--- src/rtl/lrsc_pkg.sv ---
package lrsc_pkg;

    typedef enum logic [1:0] {
        OPK_NONE = 2'b00,
        OPK_LR   = 2'b01,
        OPK_SC   = 2'b10,
        OPK_ST   = 2'b11
    } opk_e;

    // Commands from the decoder to the reservation holder
    typedef struct packed {
        logic set;      // aligned load-reserved
        logic consume;  // aligned store-conditional
    } resv_cmd_t;

    localparam logic SC_CODE_PASS = 1'b0;
    localparam logic SC_CODE_FAIL = 1'b1;

    function automatic logic is_misaligned(input logic [1:0] low);
        return |low;
    endfunction

endpackage

--- src/rtl/lrsc_op_decode.sv ---
module lrsc_op_decode
    import lrsc_pkg::*;
#(
    parameter int AW = 32,
    parameter int DW = 32,
    parameter int RW = 5
) (
    input  logic          op_valid,
    input  opk_e          op_kind,
    input  logic [AW-1:0] rs1_addr,
    input  logic [DW-1:0] rs2_data,
    input  logic [RW-1:0] rd_idx,
    input  logic [DW-1:0] mem_rdata,
    input  logic          live,
    input  logic [AW-3:0] resv_word,
    output logic          mem_en,
    output logic          mem_we,
    output logic [AW-1:0] mem_addr,
    output logic [DW-1:0] mem_wdata,
    output logic          rf_we,
    output logic [RW-1:0] rf_idx,
    output logic [DW-1:0] rf_value,
    output logic          misaligned,
    output resv_cmd_t     cmd
);

    logic is_lr, is_sc, is_st, bad_align, word_hit;

    assign is_lr     = op_valid && (op_kind == OPK_LR);
    assign is_sc     = op_valid && (op_kind == OPK_SC);
    assign is_st     = op_valid && (op_kind == OPK_ST);
    assign bad_align = (is_lr || is_sc) && is_misaligned(rs1_addr[1:0]);
    assign word_hit  = live && ((rs1_addr & ~AW'(3)) == {resv_word, 2'b00});

    always_comb begin
        mem_en     = 1'b0;
        mem_we     = 1'b0;
        mem_addr   = '0;
        mem_wdata  = '0;
        rf_we      = 1'b0;
        rf_idx     = rd_idx;
        rf_value   = '0;
        misaligned = bad_align;
        cmd        = '0;
        if (is_lr && !bad_align) begin
            mem_en   = 1'b1;
            mem_addr = rs1_addr;
            rf_we    = (rd_idx != '0);
            rf_value = mem_rdata;
            cmd.set  = 1'b1;
        end else if (is_sc && !bad_align) begin
            cmd.consume = 1'b1;
            rf_we       = (rd_idx != '0);
            rf_value    = {{(DW-1){1'b0}}, (word_hit ? SC_CODE_PASS : SC_CODE_FAIL)};
            if (word_hit) begin
                mem_en    = 1'b1;
                mem_we    = 1'b1;
                mem_addr  = rs1_addr;
                mem_wdata = rs2_data;
            end
        end else if (is_st) begin
            mem_en    = 1'b1;
            mem_we    = 1'b1;
            mem_addr  = rs1_addr;
            mem_wdata = rs2_data;
        end
    end

endmodule

--- src/rtl/lrsc_resv_hold.sv ---
module lrsc_resv_hold
    import lrsc_pkg::*;
#(
    parameter int AW = 32
) (
    input  logic          clk,
    input  logic          rst,
    input  resv_cmd_t     cmd,
    input  logic [AW-1:0] req_addr,
    input  logic          trap_clr,
    input  logic          snoop_valid,
    input  logic [AW-1:0] snoop_addr,
    input  logic          expire,
    output logic          valid_q,
    output logic [AW-3:0] word_q,
    output logic          kill,
    output logic          live
);

    logic snoop_hit;

    assign snoop_hit = valid_q && snoop_valid &&
                       ((snoop_addr & ~AW'(3)) == {word_q, 2'b00});
    assign kill = trap_clr || snoop_hit;
    assign live = valid_q && !kill;

    always_ff @(posedge clk) begin
        if (rst) begin
            valid_q <= 1'b0;
            word_q  <= '0;
        end else if (kill) begin
            valid_q <= 1'b0;
        end else if (cmd.set) begin
            valid_q <= 1'b1;
            word_q  <= req_addr[AW-1:2];
        end else if (cmd.consume || expire) begin
            valid_q <= 1'b0;
        end
    end

endmodule

--- src/rtl/lrsc_lifetime.sv ---
module lrsc_lifetime #(
    parameter int LIFE_LIMIT = 16,
    localparam int CW = $clog2(LIFE_LIMIT + 1)
) (
    input  logic          clk,
    input  logic          rst,
    input  logic          held,
    input  logic          retire,
    input  logic          restart,
    output logic          expire,
    output logic [CW-1:0] count
);

    logic at_last;

    assign at_last = (count == CW'(LIFE_LIMIT - 1));
    assign expire  = held && retire && at_last && !restart;

    always_ff @(posedge clk) begin
        if (rst || restart) begin
            count <= '0;
        end else if (held && retire) begin
            count <= at_last ? '0 : count + 1'b1;
        end
    end

endmodule

--- src/rtl/lrsc_resv_unit.sv ---
module lrsc_resv_unit
    import lrsc_pkg::*;
#(
    parameter int AW = 32,
    parameter int DW = 32,
    parameter int LIFE_LIMIT = 16
) (
    input  logic          clk,
    input  logic          rst,
    input  logic          op_valid,
    input  logic [1:0]    op_kind,
    input  logic [AW-1:0] rs1_addr,
    input  logic [DW-1:0] rs2_data,
    input  logic [4:0]    rd_idx,
    input  logic          instr_retire,
    input  logic          trap_clr,
    input  logic          snoop_valid,
    input  logic [AW-1:0] snoop_addr,
    input  logic [DW-1:0] mem_rdata,
    output logic          mem_en,
    output logic          mem_we,
    output logic [AW-1:0] mem_addr,
    output logic [DW-1:0] mem_wdata,
    output logic          rf_we,
    output logic [4:0]    rf_idx,
    output logic [DW-1:0] rf_value,
    output logic          misaligned
);

    localparam int CW = $clog2(LIFE_LIMIT + 1);

    resv_cmd_t     cmd;
    logic          resv_valid;
    logic [AW-3:0] resv_word;
    logic          kill;
    logic          live;
    logic          expire;
    logic [CW-1:0] life_cnt;

    lrsc_op_decode #(.AW(AW), .DW(DW), .RW(5)) u_decode (
        .op_valid   (op_valid),
        .op_kind    (opk_e'(op_kind)),
        .rs1_addr   (rs1_addr),
        .rs2_data   (rs2_data),
        .rd_idx     (rd_idx),
        .mem_rdata  (mem_rdata),
        .live       (live),
        .resv_word  (resv_word),
        .mem_en     (mem_en),
        .mem_we     (mem_we),
        .mem_addr   (mem_addr),
        .mem_wdata  (mem_wdata),
        .rf_we      (rf_we),
        .rf_idx     (rf_idx),
        .rf_value   (rf_value),
        .misaligned (misaligned),
        .cmd        (cmd)
    );

    lrsc_resv_hold #(.AW(AW)) u_hold (
        .clk         (clk),
        .rst         (rst),
        .cmd         (cmd),
        .req_addr    (rs1_addr),
        .trap_clr    (trap_clr),
        .snoop_valid (snoop_valid),
        .snoop_addr  (snoop_addr),
        .expire      (expire),
        .valid_q     (resv_valid),
        .word_q      (resv_word),
        .kill        (kill),
        .live        (live)
    );

    lrsc_lifetime #(.LIFE_LIMIT(LIFE_LIMIT)) u_life (
        .clk     (clk),
        .rst     (rst),
        .held    (resv_valid),
        .retire  (instr_retire),
        .restart (kill || cmd.set || cmd.consume),
        .expire  (expire),
        .count   (life_cnt)
    );

endmodule

--- config.mk ---
export PLATFORM = sky130hd
export DESIGN_NAME = lrsc_resv_unit
export DESIGN_NICKNAME = d
export VERILOG_FILES = /design/src/rtl/lrsc_pkg.sv /design/src/rtl/lrsc_op_decode.sv /design/src/rtl/lrsc_resv_hold.sv /design/src/rtl/lrsc_lifetime.sv /design/src/rtl/lrsc_resv_unit.sv
export SDC_FILE = /design/constraint.sdc
export NUM_CORES = 1
export LEC_CHECK = 0
export BUFFER_PORTS_ARGS = -buffer_cell sky130_fd_sc_hd__buf_2
export CAP_MARGIN = 20
export CORE_ASPECT_RATIO = 0.8
export CORE_UTILIZATION = 45
export CTS_CLUSTER_DIAMETER = 200
export DETAILED_ROUTE_END_ITERATION = 8
export PLACE_DENSITY = 0.83
export SLEW_MARGIN = 25
export SYNTH_ARGS = -nofsm -noshare
export SYNTH_HDL_FRONTEND = slang
export SYNTH_SLANG_ARGS = --single-unit
--- constraint.sdc ---
create_clock -name clk -period 4 [get_ports clk]
set_input_delay 1.2 -clock clk [delete_from_list [all_inputs] [get_ports clk]]
set_output_delay 1.2 -clock clk [all_outputs]
set_load 0.05 [all_outputs]
; Word-level counts from Yosys, hierarchy flattened
; Cells that the tools add are included.
[totals]
word_cells = 62
reg_bits = 36
input_bits = 141
output_inout_bits = 105
[classes]
n_eq_ne = 6
n_reduce_logical = 27
muxes = 24
add_sub_neg = 1
bitwise = 1
[ops]
columns = cell, n
row1 = 32-bit two-way mux, 9
row2 = 30-bit equality test, 2
row3 = 1-bit two-way mux, 14
row4 = 1-bit logical AND, 13
row5 = 1-bit logical OR, 6
row6 = 5-bit by 1-bit adder with 5-bit output (second input constant), 1
row7 = 5-bit by 4-bit equality test with 1-bit output (second input constant), 1
row8 = 5-bit two-way mux, 1
row9 = 5-bit nonzero test, 1
row10 = 2-bit equality test (second input constant), 2
row11 = 2-bit OR reduction, 2
row12 = 1-bit zero test, 3
row13 = 2-bit by 1-bit equality test with 1-bit output (second input constant), 1
row14 = 2-bit AND reduction, 1
row15 = 2-bit nonzero test, 1
row16 = 1-bit inverter, 1

; Longest topological paths before layout
; Gate-level depths: netlist (run 1).
[logic_depth]
ltp_word = 14
mapped_depth = 7

; Hierarchy
; A second synthesis (run 1) with hierarchy kept.
[unflattened]
cells_unflattened = 446
area_unflattened_um2 = 3535.9
[by_module_without_submodules]
columns = mod, seq_area_each_um2, instances, area_each_um2, cells_each
row1 = lrsc_resv_hold, 620.6, 1, 1750.4, 179
row2 = lrsc_op_decode, 0.0, 1, 1559.0, 241
row3 = lrsc_lifetime, 100.1, 1, 220.2, 25
row4 = lrsc_resv_unit, 0.0, 1, 6.3, 1

; Worst setup path after synthesis (run 1)
; Ideal clock, no wire load.
[synth_path]
kind = input-to-output
from = in rs1_addr[17]
to = out mem_en
setup_slack_ns = -0.803
arrival_ns = 3.603
path_stages = 6
path_cell_list = nor2b_1 > a2111o_1 > nor4_4 > nand3_4 > buf_6 > o31ai_1
[synth_between]
elab_chain_cells = 5
[synth_lines]
columns = element, line_no
row1 = "start, declared", lrsc_resv_unit.sv:12  ; input logic [AW-1:0] rs1_addr,
row2 = 30-bit equality test, lrsc_op_decode.sv:33  ; assign word_hit = live && ((rs1_addr & ~AW'(3)) == {resv_word, 2'b00});
row3 = 1-bit logical AND, lrsc_op_decode.sv:33
row4 = 1-bit two-way mux, lrsc_op_decode.sv:55  ; if (word_hit) begin
row5 = 1-bit two-way mux, lrsc_op_decode.sv:51  ; end else if (is_sc && !bad_align) begin
row6 = 1-bit two-way mux, lrsc_op_decode.sv:45  ; if (is_lr && !bad_align) begin
row7 = "end, declared", lrsc_resv_unit.sv:20  ; output logic mem_en,
; Every way passes these cells.

; Final worst setup path (run 1)
[layout_path]
from = in rs1_addr[17]
to = out mem_addr[29]
[layout_between]
elab_chain_cells = 5
[layout_lines]
columns = element, line_no
row1 = 30-bit equality test, lrsc_op_decode.sv:33
row2 = 1-bit logical AND, lrsc_op_decode.sv:33
row3 = 32-bit two-way mux, lrsc_op_decode.sv:55
row4 = 32-bit two-way mux, lrsc_op_decode.sv:51
row5 = 32-bit two-way mux, lrsc_op_decode.sv:45
row6 = "end, declared", lrsc_resv_unit.sv:22  ; output logic [AW-1:0] mem_addr,
; Every way passes these cells.

==> summary.txt, run 1 <==
Status
  – Status: complete, but fails checks
  – Violated checks: negative setup slack

Placement
  – Number of placed instances, taps included: 887
  – Post-DP HPWL: around 12 mm
  – GPL Wtd Cong: between 0.9 and 1
  – Quantity of I/O buffers inserted on ports: ~240
  – Post-Place Worst Slack: -0.394 ns

Setup path
  – Cell depth of the worst flop-to-flop path: 8
  – Required time at the worst-slack endpoint: approximately 2.8 ns
  – Internal reg-to-reg setup slack: 1.39 ns
  – Crit. End Element: primary output
  – Critical path fanouts, max: 8
  – Arrival time at the worst endpoint: 3.13 ns
  – Cell-by-cell trace of the critical path: buf_6 > nor2b_4 > a2111o_1 > nor4_4 > nand3_4 > buf_12 > buf_12 > o31ai_4 > buf_6
  – Crit start category: primary input
  – Slowest cell on the critical path: sky130_fd_sc_hd__a2111o_1
  – Maximum single-stage delay on the critical path: 0.42 ns
  – Startpoint-to-endpoint class of the critical path: in -> out

Synthesis
  – Synthesized Nets: 669
  – Number of distinct library cells after synthesis: 38
  – Syn Inst Count: around 530
  – Yosys warning count: 0
  – Flip-flop and latch count after synthesis: 36
  – Average instance area after synthesis: just under 8 µm²
  – Synth Cell Area: ~4100 µm²
  – Sequential share of the synthesized area: 0.175

Clocking
  – Maximum clock insertion buffer count: 2
  – Clock buffer count from CTS: 5
  – CTS H-Tree Depth: 2
  – Clock tree sinks: 36
  – Clock slew seen by the registers of the worst setup and hold paths: ~0.060 ns
  – Worst skew pair latency: 0.28 ns
  – Hold-fix buffers at CTS: 0
  – Buffer cell driving the clock tree root: sky130_fd_sc_hd__clkbuf_16
  – Clock tree from TritonCTS: done

GRT
  – Vias in the first global route: approximately 4,900
  – Residual overflow from global routing: 0
  – Largest net degree at the start of global routing: 62
  – Initial antenna violation count: 1
  – All-layer global routing usage: 0.342
  – Global-route wire length before repair: between 20 and 30 mm

Drt
  – Total vias in the final route: a little over 5,000
  – DRC violation count after routing: 0
  – Routed WL per cell: about 19 µm
  – Number of nets with antenna violations after routing: 0
  – Routed via count divided by cell count: 5.67
  – Initial detailed-routing violation count: about 370
  – Final wirelength: approximately 17 mm
  – Number of detailed-routing iterations run before antenna repair: 5

Timing
  – Largest clock skew in the final design: approximately 0.0032 ns
  – Final worst path period share: 1.08
  – Final hold slack: roughly 0.47 ns
  – Setup violators final: between 60 and 70
  – Worst slew slack as a fraction of its limit: 0.491
  – Achievable Freq: 0.231 GHz
  – Period minus WS final: about 4.3 ns
  – RSZ-0062 raised after global routing: yes
  – Fin. max-slew vios: 0
  – Final WS setup: -0.329 ns
  – Transition at the pin with the smallest max-transition slack: 0.763 ns
  – Final-report hold violation count: 0

Layout
  – Final net count: just over 900
  – Share of cells above drive strength 1: 0.489
  – Layout overhead on the synthesized area: 73.1%
  – Post-layout instance count excluding filler cells: 903

Power and ir drop
  – Relative contribution of sequential cells to total power: 0.302
  – Internal power contribution: about 0.8 mW
  – Switching Fraction: 0.335
  – Combinational Power Share: 0.357
  – PwrDens: between 150 and 200 nW/µm²
  – Switching power total: between 0.4 and 0.5 mW
  – Clock share of power: 0.341
  – Leakage power: around 2.9 nW
  – Max VDD drop: roughly 0.17 mV

Die
  – Horizontal extent of the die: 109 µm
  – Effective utilization at floorplan: 0.474
  – Area of the die: 9530 µm²
  – Height of the die: 87.5 µm
  – Placement Rows: 30
  – Core ar.: 8670 µm²
  – Number of I/O pins: roughly 250

Run
  – Max cap viols: 0

Min path
  – Class of the tightest hold or removal check: reg -> reg
  – Number of cells traversed by the worst hold path: 2
==> synth_stat cells, drive strengths merged <==
cell type  count  area (µm²)
inv            4        15.0
nor2b          4        25.0
xor2          36         315
o21ai         31         155
or2            1        6.26
nor4          11        90.1
nor2           9        33.8
a21oi          1        5.00
and4b          1        10.0
ha             1        12.5
mux2i         31         310
a31oi          2        12.5
dfxtp         36         721
nand3          8        52.6
a2111o         1        11.3
and3           3        18.8
o31ai         64         771
o221ai         1        8.76
o2111ai        1        8.76
nor3b          1        7.51
nand2         97         364
o211a          1        10.0
o211ai         1        7.51
clkbuf        28         105
buf           21         155
a221o          1        10.0
nor3           4        20.0
nand2b        65         407
and2          33         206
nand4          7        43.8
xnor2         22         193
==> flip-flops by register name, summed over array words and instances (netlist names) <==
name	flops
u_hold.word_q	30
u_life.count	5
u_hold.valid_q	1
==> layer usage <==
metal	global-route usage	vias up	part of all wire	wire (µm)
met5	0	-	0	0
met4	0.146	0	0.049	854
met3	0.0658	74	0.083	1450
met2	0.561	293	0.48	8450
met1	0.434	2415	0.39	6730
li1	-	2342	-	-
==> worst max-delay path: cells and delay by family <==
family / cells / cell delay, ns
buf+inv: 4 / 0.62
compound gates: 2 / 0.70
simple gates: 3 / 0.60
==> cell families after synthesis <==
group / after synthesis / share of synthesized area
compound gates: 104 / 0.243
mux: 31 / 0.0755
buf+inv: 53 / 0.0669
xor+xnor: 58 / 0.124
flops: 36 / 0.175
simple gates: 244 / 0.313
fa+ha+maj: 1 / 0.00304
==> what timing repair did <==
| item | CTS | global route |
|---|---|---|
| pin swaps | 1 | 10 |
| setup buffers | 1 | 4 |
| endpoints found under the setup margin | 65 | 65 |
| resized for setup | 104 | 38 |
| cloned | 0 | 4 |
==> final cells by class <==
type                       count  area, µm²
clock buffer                   7        153
inverter                       4       15.0
tap                          112        140
timing repair buffer         305       2360
fill                         514       1550
multi-input combinational    438       3730
sequential                    36        721
antenna                        1       2.50
==> worst paths after layout <==
| path | start | endpoint |
|---|---|---|
| worst min-delay path | u_life.count[4] | u_life.count[4] |
| worst min register to register | u_life.count[4] | u_life.count[4] |
| worst max register to register | u_hold.word_q[15] | u_hold.word_q[25] |
| worst max-delay path | rs1_addr[17] | mem_addr[29] |
==> power groups by stage <==
| stage | registers, mW | clock network, mW | logic (mW) |
|---|---|---|---|
| after CTS | 0.364 | 0.411 | 0.412 |
| after floorplan | 0.371 | 0 | 0.227 |
| after detailed placement | 0.372 | 0 | 0.387 |
| after global routing | 0.364 | 0.429 | 0.453 |
| after global placement | 0.371 | 0 | 0.379 |
| final | 0.364 | 0.412 | 0.431 |
==> stage by stage <==
step           power (mW)   util  TNS [ns]  instance area [µm²]
6_report             1.21  0.821    -18.54                 7120
5_1_grt              1.25  0.821    -22.38                 7120
4_1_cts              1.19  0.789    -16.40                 6840
3_5_place_dp        0.759  0.733    -21.32                 6360
3_3_place_gp        0.750  0.733    -19.35                 6360
2_1_floorplan       0.598      -    -13.39                 4700
==> layout by cell type (no fill, tap or decap), types with 2 or more instances in the layout <==
master / instances
sky130_fd_sc_hd__buf_2: 177
sky130_fd_sc_hd__nand2_1: 97
sky130_fd_sc_hd__buf_6: 68
sky130_fd_sc_hd__nand2b_1: 65
sky130_fd_sc_hd__o31ai_4: 64
sky130_fd_sc_hd__buf_4: 42
sky130_fd_sc_hd__xor2_1: 36
sky130_fd_sc_hd__dfxtp_1: 36
sky130_fd_sc_hd__and2_1: 33
sky130_fd_sc_hd__mux2i_1: 31
sky130_fd_sc_hd__o21ai_0: 30
sky130_fd_sc_hd__xnor2_1: 22
sky130_fd_sc_hd__buf_12: 13
sky130_fd_sc_hd__nor2_1: 9
sky130_fd_sc_hd__clkbuf_16: 8
sky130_fd_sc_hd__nor4_1: 7
sky130_fd_sc_hd__nand4_1: 7
sky130_fd_sc_hd__nand3_1: 7
sky130_fd_sc_hd__nor3_1: 4
sky130_fd_sc_hd__inv_1: 4
sky130_fd_sc_hd__nor4_2: 3
sky130_fd_sc_hd__nor2b_1: 3
sky130_fd_sc_hd__and3_2: 2
sky130_fd_sc_hd__a31oi_1: 2
sky130_fd_sc_hd__clkbuf_8: 2
sky130_fd_sc_hd__buf_16: 2
Note: power is estimated with default switching activity, not from simulation.
==> run 2, diff against run 1 <==
--- a/config.mk
+++ b/config.mk
@@ -11,7 +11,9 @@
 export CORE_UTILIZATION = 45
 export CTS_CLUSTER_DIAMETER = 200
 export DETAILED_ROUTE_END_ITERATION = 8
+export MAX_ROUTING_LAYER = met4
 export PLACE_DENSITY = 0.83
+export RECOVER_POWER = 25
 export SLEW_MARGIN = 25
 export SYNTH_ARGS = -nofsm -noshare
 export SYNTH_HDL_FRONTEND = slang
==> run 2 against run 1 <==
The flow still finishes with violations (negative setup slack). Combinational power is 3% lower. Sequential power hardly changed. Non-clock buffer count is 2 lower. Power is 2.5% lower. Clock skew is 0.0041 ns higher. Critical path depth is 1 lower. Critical path type unchanged. Critical endpoint is now mem_wdata[0].
==> summary.txt, run 2 (synthesis gave the netlist of run 1 again) <==
Drt
  – DRC violation count after routing: 0 (unchanged)
  – Highest Signal Layer: met4
  – Initial detailed-routing violation count: 330 (-11%)
  – Final wirelength: 16.2 mm (-7.6%)
  – Met2 WL: 7.61 mm (-9.9%)
  – Met3 wirelength from detailed routing: 1.10 mm (-24%)
  – Total vias in the final route: 5,061 (-1.2%)
  – Routed WL per cell: 17.9 µm (-7.6%)
  – Number of detailed-routing iterations run before antenna repair: 5 (unchanged)
  – Number of nets with antenna violations after routing: 0 (unchanged)
  – Routed via count divided by cell count: 5.60 (-1.2%)
  – Routed met1 length: 6.84 mm (+1.5%)

Power and ir drop
  – PwrDens: 169 nW/µm² (-0.27%)
  – Switching power total: 0.392 mW (-3.0%)
  – Switching Fraction: 0.334 (-0.00167)
  – Max VDD drop: 0.177 mV (+1.8%)
  – Internal power contribution: 0.783 mW (-2.3%)
  – Clock share of power: 0.333 (-0.008)
  – Leakage power: 2.84 nW (-2.5%)
  – Combinational Power Share: 0.357 (about the same)
  – Relative contribution of sequential cells to total power: 0.310 (+0.008)

GRT
  – Global-route wire length before repair: 23.7 mm (-5.5%)
  – Initial antenna violation count: 1 (unchanged)
  – Largest net degree at the start of global routing: 62 (unchanged)
  – Residual overflow from global routing: 0 (unchanged)
  – All-layer global routing usage: 0.329 (-0.0130)
  – Vias in the first global route: 4,706 (-4.9%)

Die
  – Core ar.: 8670 µm² (unchanged)
  – Horizontal extent of the die: 109 µm (unchanged)
  – Height of the die: 87.5 µm (unchanged)
  – Number of I/O pins: 246 (unchanged)
  – Effective utilization at floorplan: 0.474 (unchanged)
  – Placement Rows: 30 (unchanged)
  – Area of the die: 9530 µm² (unchanged)

Setup path
  – Top cell family by delay on the critical path: compound AO/OA/AOI/OAI gates
  – Cell-by-cell trace of the critical path: buf_6 > nor2b_4 > a2111o_1 > nor4_4 > nand3_4 > buf_12 > o31ai_4 > buf_4
  – Maximum single-stage delay on the critical path: 0.42 ns (about the same)
  – Reg2Reg Launch Point: u_hold.word_q[24]
  – Cell depth of the worst flop-to-flop path: 7 (-1)
  – Startpoint-to-endpoint class of the critical path: in -> out
  – Worst r2r dst: u_hold.word_q[6]
  – Crit. End Element: primary output
  – Slowest cell on the critical path: sky130_fd_sc_hd__a2111o_1
  – Crit start category: primary input
  – Required time at the worst-slack endpoint: 2.80 ns (about the same)
  – Arrival time at the worst endpoint: 3.10 ns (-0.03 ns)
  – Critical path fanouts, max: 32 (+24)
  – Worst path bufs/invs: 3 (-1)
  – Internal reg-to-reg setup slack: 1.63 ns (+0.24 ns)

Min path
  – Hold EP: u_life.count[4]
  – Min-Delay Startpoint: u_life.count[4]
  – Number of cells traversed by the worst hold path: 2 (unchanged)
  – Class of the tightest hold or removal check: reg -> reg

Layout
  – Layout overhead on the synthesized area: 69.2%
  – Share of cells above drive strength 1: 0.479 (-0.00952)
  – Top register by number of flip-flops: u_hold.word_q
  – Top library cells by usage in the layout, fill and taps aside: 172 x sky130_fd_sc_hd__buf_2, 97 x sky130_fd_sc_hd__nand2_1, 67 x sky130_fd_sc_hd__buf_4
  – Commonest non-fill, non-tap cell in the layout: sky130_fd_sc_hd__buf_2
  – Total area of multi-input combinational cells: 3730 µm² (+0.13%)
  – Filler cells: 543 (+5.6%)
  – Leading registers by flop count: u_hold.word_q: 30 flops, u_life.count: 5 flops, u_hold.valid_q: 1 flops
  – Area taken by flip-flops and latches: 721 µm² (unchanged)
  – Final net count: 930 (-0.21%)
  – Max FFs per register: 30 (unchanged)

Clocking
  – Buffer cell driving the clock tree root: sky130_fd_sc_hd__clkbuf_16
  – Clock buffer count from CTS: 5 (unchanged)
  – CTS H-Tree Depth: 2 (unchanged)
  – Clock tree from TritonCTS: done
  – Maximum clock insertion buffer count: 2 (unchanged)
  – Worst skew pair latency: 0.28 ns (about the same)
  – Hold-fix buffers at CTS: 0 (unchanged)
  – Clock tree sinks: 36 (unchanged)
  – Clock slew seen by the registers of the worst setup and hold paths: 0.05 ns (about the same)

Timing
  – Achievable Freq: 0.232 GHz (+0.57%)
  – Setup violators final: 65 (unchanged)
  – Final-report hold violation count: 0 (unchanged)
  – Period minus WS final: 4.30 ns (-0.0245 ns)
  – Final worst path period share: 1.08 (-0.00613)
  – RSZ-0062 raised after global routing: yes
  – Final WS setup: -0.304 ns (+0.0245 ns)
  – Fin. max-slew vios: 0 (unchanged)
  – Largest clock skew in the final design: 0.00738 ns (+0.00414 ns)
  – Transition at the pin with the smallest max-transition slack: 0.826 ns (+0.0630 ns)
  – Sum of negative setup slack: -16.44 ns (+2.10 ns)
  – Worst slew slack as a fraction of its limit: 0.449 (-0.0420)

Status
  – Status: complete, but fails checks
  – Violated checks: negative setup slack

Placement
  – Post-Place Worst Slack: -0.372 ns (+0.0217 ns)
  – GPL Wtd Cong: 0.900 (-1.3%)
  – Post-DP HPWL: 12.0 mm (-1.3%)
  – Quantity of I/O buffers inserted on ports: 243 (unchanged)

Run
  – Max cap viols: 0 (unchanged)
[run 2: cell types whose count changed in the layout (fill, tap and decap cells not counted), sizes merged]
cell and change:
buf -6, clkbuf +5, diode +1
[run 2: metrics by stage]
| stage | hold WS (ns) | cell area [µm²] | std cells | power [mW] | util |
|---|---|---|---|---|---|
| floorplan | 0.417 | 4700 | 527 | 0.598 | - |
| global placement | 0.426 | 6350 | 886 | 0.750 | 0.733 |
| detailed placement | 0.441 | 6350 | 886 | 0.758 | 0.733 |
| CTS | 0.452 | 6860 | 899 | 1.17 | 0.791 |
| global route | 0.504 | 6950 | 902 | 1.21 | 0.802 |
| finish | 0.449 | 6960 | 903 | 1.18 | 0.802 |
[run 2: worst max-delay path by stage]
stage,start,endpoint,slack [ns],depth (start not counted)
floorplan,rs1_addr[17],mem_addr[10],-0.22,6
global placement,rs1_addr[17],mem_wdata[0],-0.36,8
detailed placement,rs1_addr[17],mem_wdata[0],-0.37,8
CTS,rs1_addr[17],mem_addr[31],-0.29,9
global route,rs1_addr[26],mem_wdata[31],-0.36,9
finish,rs1_addr[17],mem_wdata[0],-0.30,8
[run 2: final cells by class]
cell class,instances,area share
Inverter,4,0.00216
Tap cell,112,0.0201
Antenna cell,2,0.000719
Timing Repair Buffer,303,0.315
Multi-Input combinational cell,438,0.537
Clock buffer,8,0.0210
Sequential cell,36,0.104
[run 2: per-layer routing]
layer	vias up	global-route usage
li1	2342	-
met1	2422	0.411
met2	235	0.525
met3	62	0.0591
met4	0	0.125
met5	-	-
[run 2: power groups by stage]
stage	combinational [mW]	sequential, mW	clock [mW]
floorplan	0.227	0.371	0
global placement	0.379	0.371	0
detailed placement	0.387	0.372	0
CTS	0.410	0.364	0.393
global route	0.442	0.364	0.408
finish	0.420	0.364	0.391
[run 2: worst register-to-register path, delay by kind of cell (launching register included)]
family	cells	cell delay (ns)
AO/OA/AOI/OAI	1	0.54
XOR/XNOR	1	0.19
buffers and inverters	2	0.50
flip-flops	1	0.35
multiplexers	1	0.21
AND/OR/NAND/NOR	2	0.49
[run 2: timing repair]
item / 4_1_cts / 5_1_grt
endpoints found under the setup margin: 65 / 65
pin swaps: 1 / 1
cloned: 1 / 1
gates resized for setup: 101 / 16
setup buffers: 4 / 2
==> run 3, diff against run 2 <==
--- a/config.mk
+++ b/config.mk
@@ -6,13 +6,12 @@
 export NUM_CORES = 1
 export LEC_CHECK = 0
 export BUFFER_PORTS_ARGS = -buffer_cell sky130_fd_sc_hd__buf_2
-export CAP_MARGIN = 20
 export CORE_ASPECT_RATIO = 0.8
 export CORE_UTILIZATION = 45
-export CTS_CLUSTER_DIAMETER = 200
+export CTS_CLUSTER_DIAMETER = 150
 export DETAILED_ROUTE_END_ITERATION = 8
 export MAX_ROUTING_LAYER = met4
-export PLACE_DENSITY = 0.83
+export PLACE_DENSITY = 0.93
 export RECOVER_POWER = 25
 export SLEW_MARGIN = 25
 export SYNTH_ARGS = -nofsm -noshare
==> run 3 against run 2 <==
The run still ends with negative setup slack left. Sequential share of layout area is 0.32 points lower. First-iteration DRC count rose by 24%. Critical path depth grew 2. Die area did not move. Design area rose by 3.2%. Hold slack got worse by 0.0010 ns. Largest power group unchanged. Cell count increased by 0.66%. Register-to-register slack worse by 0.78 ns. Worst setup slack lost 0.15 ns. Critical endpoint is now mem_wdata[3]. Utilization is 2.5 points higher. Flip-flop and latch count unchanged. Routed wire length rose by 18%.
==> summary.txt, run 3 (synthesis gave the netlist of run 1 again) <==
GRT
  – Residual overflow from global routing: 0 (unchanged)
  – Vias in the first global route: 5,290 (+12%)
  – All-layer global routing usage: 0.381 (+0.0527)
  – Initial antenna violation count: 0 (-1)
  – Global-route wire length before repair: 26.9 mm (+14%)
  – Largest net degree at the start of global routing: 62 (unchanged)

Die
  – Area of the die: 9530 µm² (unchanged)
  – Core ar.: 8670 µm² (unchanged)
  – Height of the die: 87.5 µm (unchanged)
  – Effective utilization at floorplan: 0.474 (unchanged)
  – Horizontal extent of the die: 109 µm (unchanged)
  – Placement Rows: 30 (unchanged)
  – Number of I/O pins: 246 (unchanged)

Timing
  – RSZ-0062 raised after global routing: yes
  – Period minus WS final: 4.46 ns (+0.153 ns)
  – Largest clock skew in the final design: 0.00529 ns (-0.00210 ns)
  – Achievable Freq: 0.224 GHz (-3.4%)
  – Fin. max-slew vios: 0 (unchanged)
  – Final worst path period share: 1.11 (+0.0384)
  – Transition at the pin with the smallest max-transition slack: 0.817 ns (-0.00937 ns)
  – Worst slew slack as a fraction of its limit: 0.456 (+0.00625)
  – Final-report hold violation count: 0 (unchanged)
  – Final WS setup: -0.458 ns (-0.153 ns)
  – Setup violators final: 65 (unchanged)
  – Sum of negative setup slack: -26.28 ns (-9.84 ns)

Setup path
  – Maximum single-stage delay on the critical path: 0.34 ns (-0.08 ns)
  – Required time at the worst-slack endpoint: 2.80 ns (about the same)
  – Crit start category: primary input
  – Crit. End Element: primary output
  – Cell-by-cell trace of the critical path: buf_2 > xnor2_1 > nand4_1 > nor4_2 > buf_4 > nand3_4 > buf_4 > buf_16 > o31ai_4 > buf_6
  – Critical path fanouts, max: 6 (-81%)
  – Arrival time at the worst endpoint: 3.26 ns (+0.16 ns)
  – Slowest cell on the critical path: sky130_fd_sc_hd__nor4_2
  – Startpoint-to-endpoint class of the critical path: in -> out
  – Critical Path Most Common Cell: sky130_fd_sc_hd__buf_4
  – Top cell family by delay on the critical path: buffers and inverters
  – Worst path bufs/invs: 5 (+2)

Drt
  – Routed via count divided by cell count: 5.92 (+5.5%)
  – Met2 WL: 9.13 mm (+20%)
  – DRC violation count after routing: 0 (unchanged)
  – Number of nets with antenna violations after routing: 0 (unchanged)
  – Number of detailed-routing iterations run before antenna repair: 5 (unchanged)
  – Met3 wirelength from detailed routing: 1.76 mm (+60%)
  – Routed WL per cell: 20.9 µm (+17%)
  – Total vias in the final route: 5,377 (+6.2%)
  – Routed met1 length: 7.12 mm (+4.1%)
  – Highest Signal Layer: met4
  – Initial detailed-routing violation count: 408 (+24%)
  – Final wirelength: 19.0 mm (+18%)

Layout
  – Post-layout instance area: 7180 µm² (+3.2%)
  – Layout overhead on the synthesized area: 74.6%
  – Leading registers by flop count: u_hold.word_q: 30 flops, u_life.count: 5 flops, u_hold.valid_q: 1 flops
  – Top library cells by usage in the layout, fill and taps aside: 171 x sky130_fd_sc_hd__buf_2, 97 x sky130_fd_sc_hd__nand2_1, 72 x sky130_fd_sc_hd__buf_6
  – Util after Layout: 0.828 (+0.0254)
  – Top register by number of flip-flops: u_hold.word_q
  – Max FFs per register: 30 (unchanged)
  – Commonest non-fill, non-tap cell in the layout: sky130_fd_sc_hd__buf_2
  – Final net count: 937 (+0.75%)
  – Share of cells above drive strength 1: 0.480 (+0.000812)

Clocking
  – Buffer cell driving the clock tree root: sky130_fd_sc_hd__clkbuf_16
  – Clock slew seen by the registers of the worst setup and hold paths: 0.05 ns (about the same)
  – Worst skew pair latency: 0.28 ns (about the same)
  – Clock buffer count from CTS: 5 (unchanged)
  – Hold-fix buffers at CTS: 0 (unchanged)
  – CTS H-Tree Depth: 2 (unchanged)
  – Clock tree from TritonCTS: done
  – Clock tree sinks: 36 (unchanged)
  – Maximum clock insertion buffer count: 2 (unchanged)

Placement
  – Instance area at placement: 6240 µm² (-1.8%)
  – GPL Wtd Cong: 0.919 (+2.1%)
  – Post-Place Worst Slack: -0.418 ns (-0.0452 ns)
  – Quantity of I/O buffers inserted on ports: 243 (unchanged)
  – Post-DP HPWL: 12.3 mm (+2.7%)

Status
  – Status: complete, but fails checks
  – Violated checks: negative setup slack

Power and ir drop
  – PwrDens: 165 nW/µm² (-2.3%)
  – Switching power total: 0.403 mW (+2.7%)
  – Relative contribution of sequential cells to total power: 0.307 (-0.003)
  – Max VDD drop: 0.151 mV (-15%)
  – Combinational Power Share: 0.362 (+0.005)
  – Clock share of power: 0.331 (-0.002)
  – Switching Fraction: 0.340 (+0.00641)
  – Leakage power: 2.92 nW (+3.1%)
  – Internal power contribution: 0.782 mW (-0.20%)

Min path
  – Class of the tightest hold or removal check: reg -> reg

Run
  – Max cap viols: 0 (unchanged)
run 3: cell types whose count changed in the layout (fill, tap and decap cells not counted), moves of 2 or more:
cell	previous run	this run
sky130_fd_sc_hd__buf_16	2	7
sky130_fd_sc_hd__buf_12	12	9
sky130_fd_sc_hd__buf_6	43	72
sky130_fd_sc_hd__buf_4	67	40
sky130_fd_sc_hd__nor4_2	4	2
sky130_fd_sc_hd__clkbuf_1	7	9
sky130_fd_sc_hd__nor4_1	6	8
run 3: cell type report:
type / count / area (µm²)
tap: 112 / 140
antenna: 1 / 2.50
clock buffer: 8 / 146
multi-input combinational: 438 / 3720
timing repair buffer: 310 / 2430
fill: 485 / 1490
sequential: 36 / 721
inverter: 4 / 15.0
run 3: worst register-to-register path: stages, from the launching register on:
cell and delay [ns]:
sky130_fd_sc_hd__dfxtp_1 0.36, sky130_fd_sc_hd__xor2_1 0.22, sky130_fd_sc_hd__nor4_1 0.50, sky130_fd_sc_hd__nand4_1 0.22, sky130_fd_sc_hd__clkbuf_4 0.19, sky130_fd_sc_hd__clkbuf_1 0.13
sky130_fd_sc_hd__o211a_1 0.38, sky130_fd_sc_hd__clkbuf_2 0.54, sky130_fd_sc_hd__mux2i_1 0.49
run 3: path summary, 6_finish.rpt:
kind                         start               end  slack (ns)  cells past startpoint
setup reg to reg  u_hold.word_q[9]  u_hold.word_q[6]        0.85                      8
setup / recovery      rs1_addr[26]      mem_wdata[3]       -0.46                     10
hold reg to reg    u_life.count[4]   u_life.count[4]        0.45                      2
hold / removal     u_life.count[4]   u_life.count[4]        0.45                      2
run 3: layer usage:
| metal | GRT usage | up-vias |
|---|---|---|
| li1 | - | 2358 |
| met1 | 0.431 | 2510 |
| met2 | 0.642 | 399 |
| met3 | 0.0853 | 110 |
| met4 | 0.173 | 0 |
| met5 | - | - |
run 3: stage by stage:
stage | hold slack, ns | cells | power (mW)
floorplan | 0.417 | 527 | 0.598
global placement | 0.425 | 878 | 0.741
detailed placement | 0.434 | 878 | 0.753
CTS | 0.443 | 904 | 1.17
global route | 0.461 | 908 | 1.21
finish | 0.448 | 909 | 1.18
run 3: power groups by stage:
| stage | Sequential [mW] | Combinational [mW] | Clock (mW) |
|---|---|---|---|
| after floorplan | 0.371 | 0.227 | 0 |
| after global placement | 0.371 | 0.370 | 0 |
| after CTS | 0.364 | 0.415 | 0.390 |
| final | 0.364 | 0.429 | 0.392 |
| after global routing | 0.364 | 0.447 | 0.402 |
| after detailed placement | 0.372 | 0.381 | 0 |
run 3: what timing repair did:
item	CTS	global route
setup endpoints to repair	65	65
gates resized for setup	149	5
pin swaps	3	6
gates cloned	7	2
buffers inserted	11	4
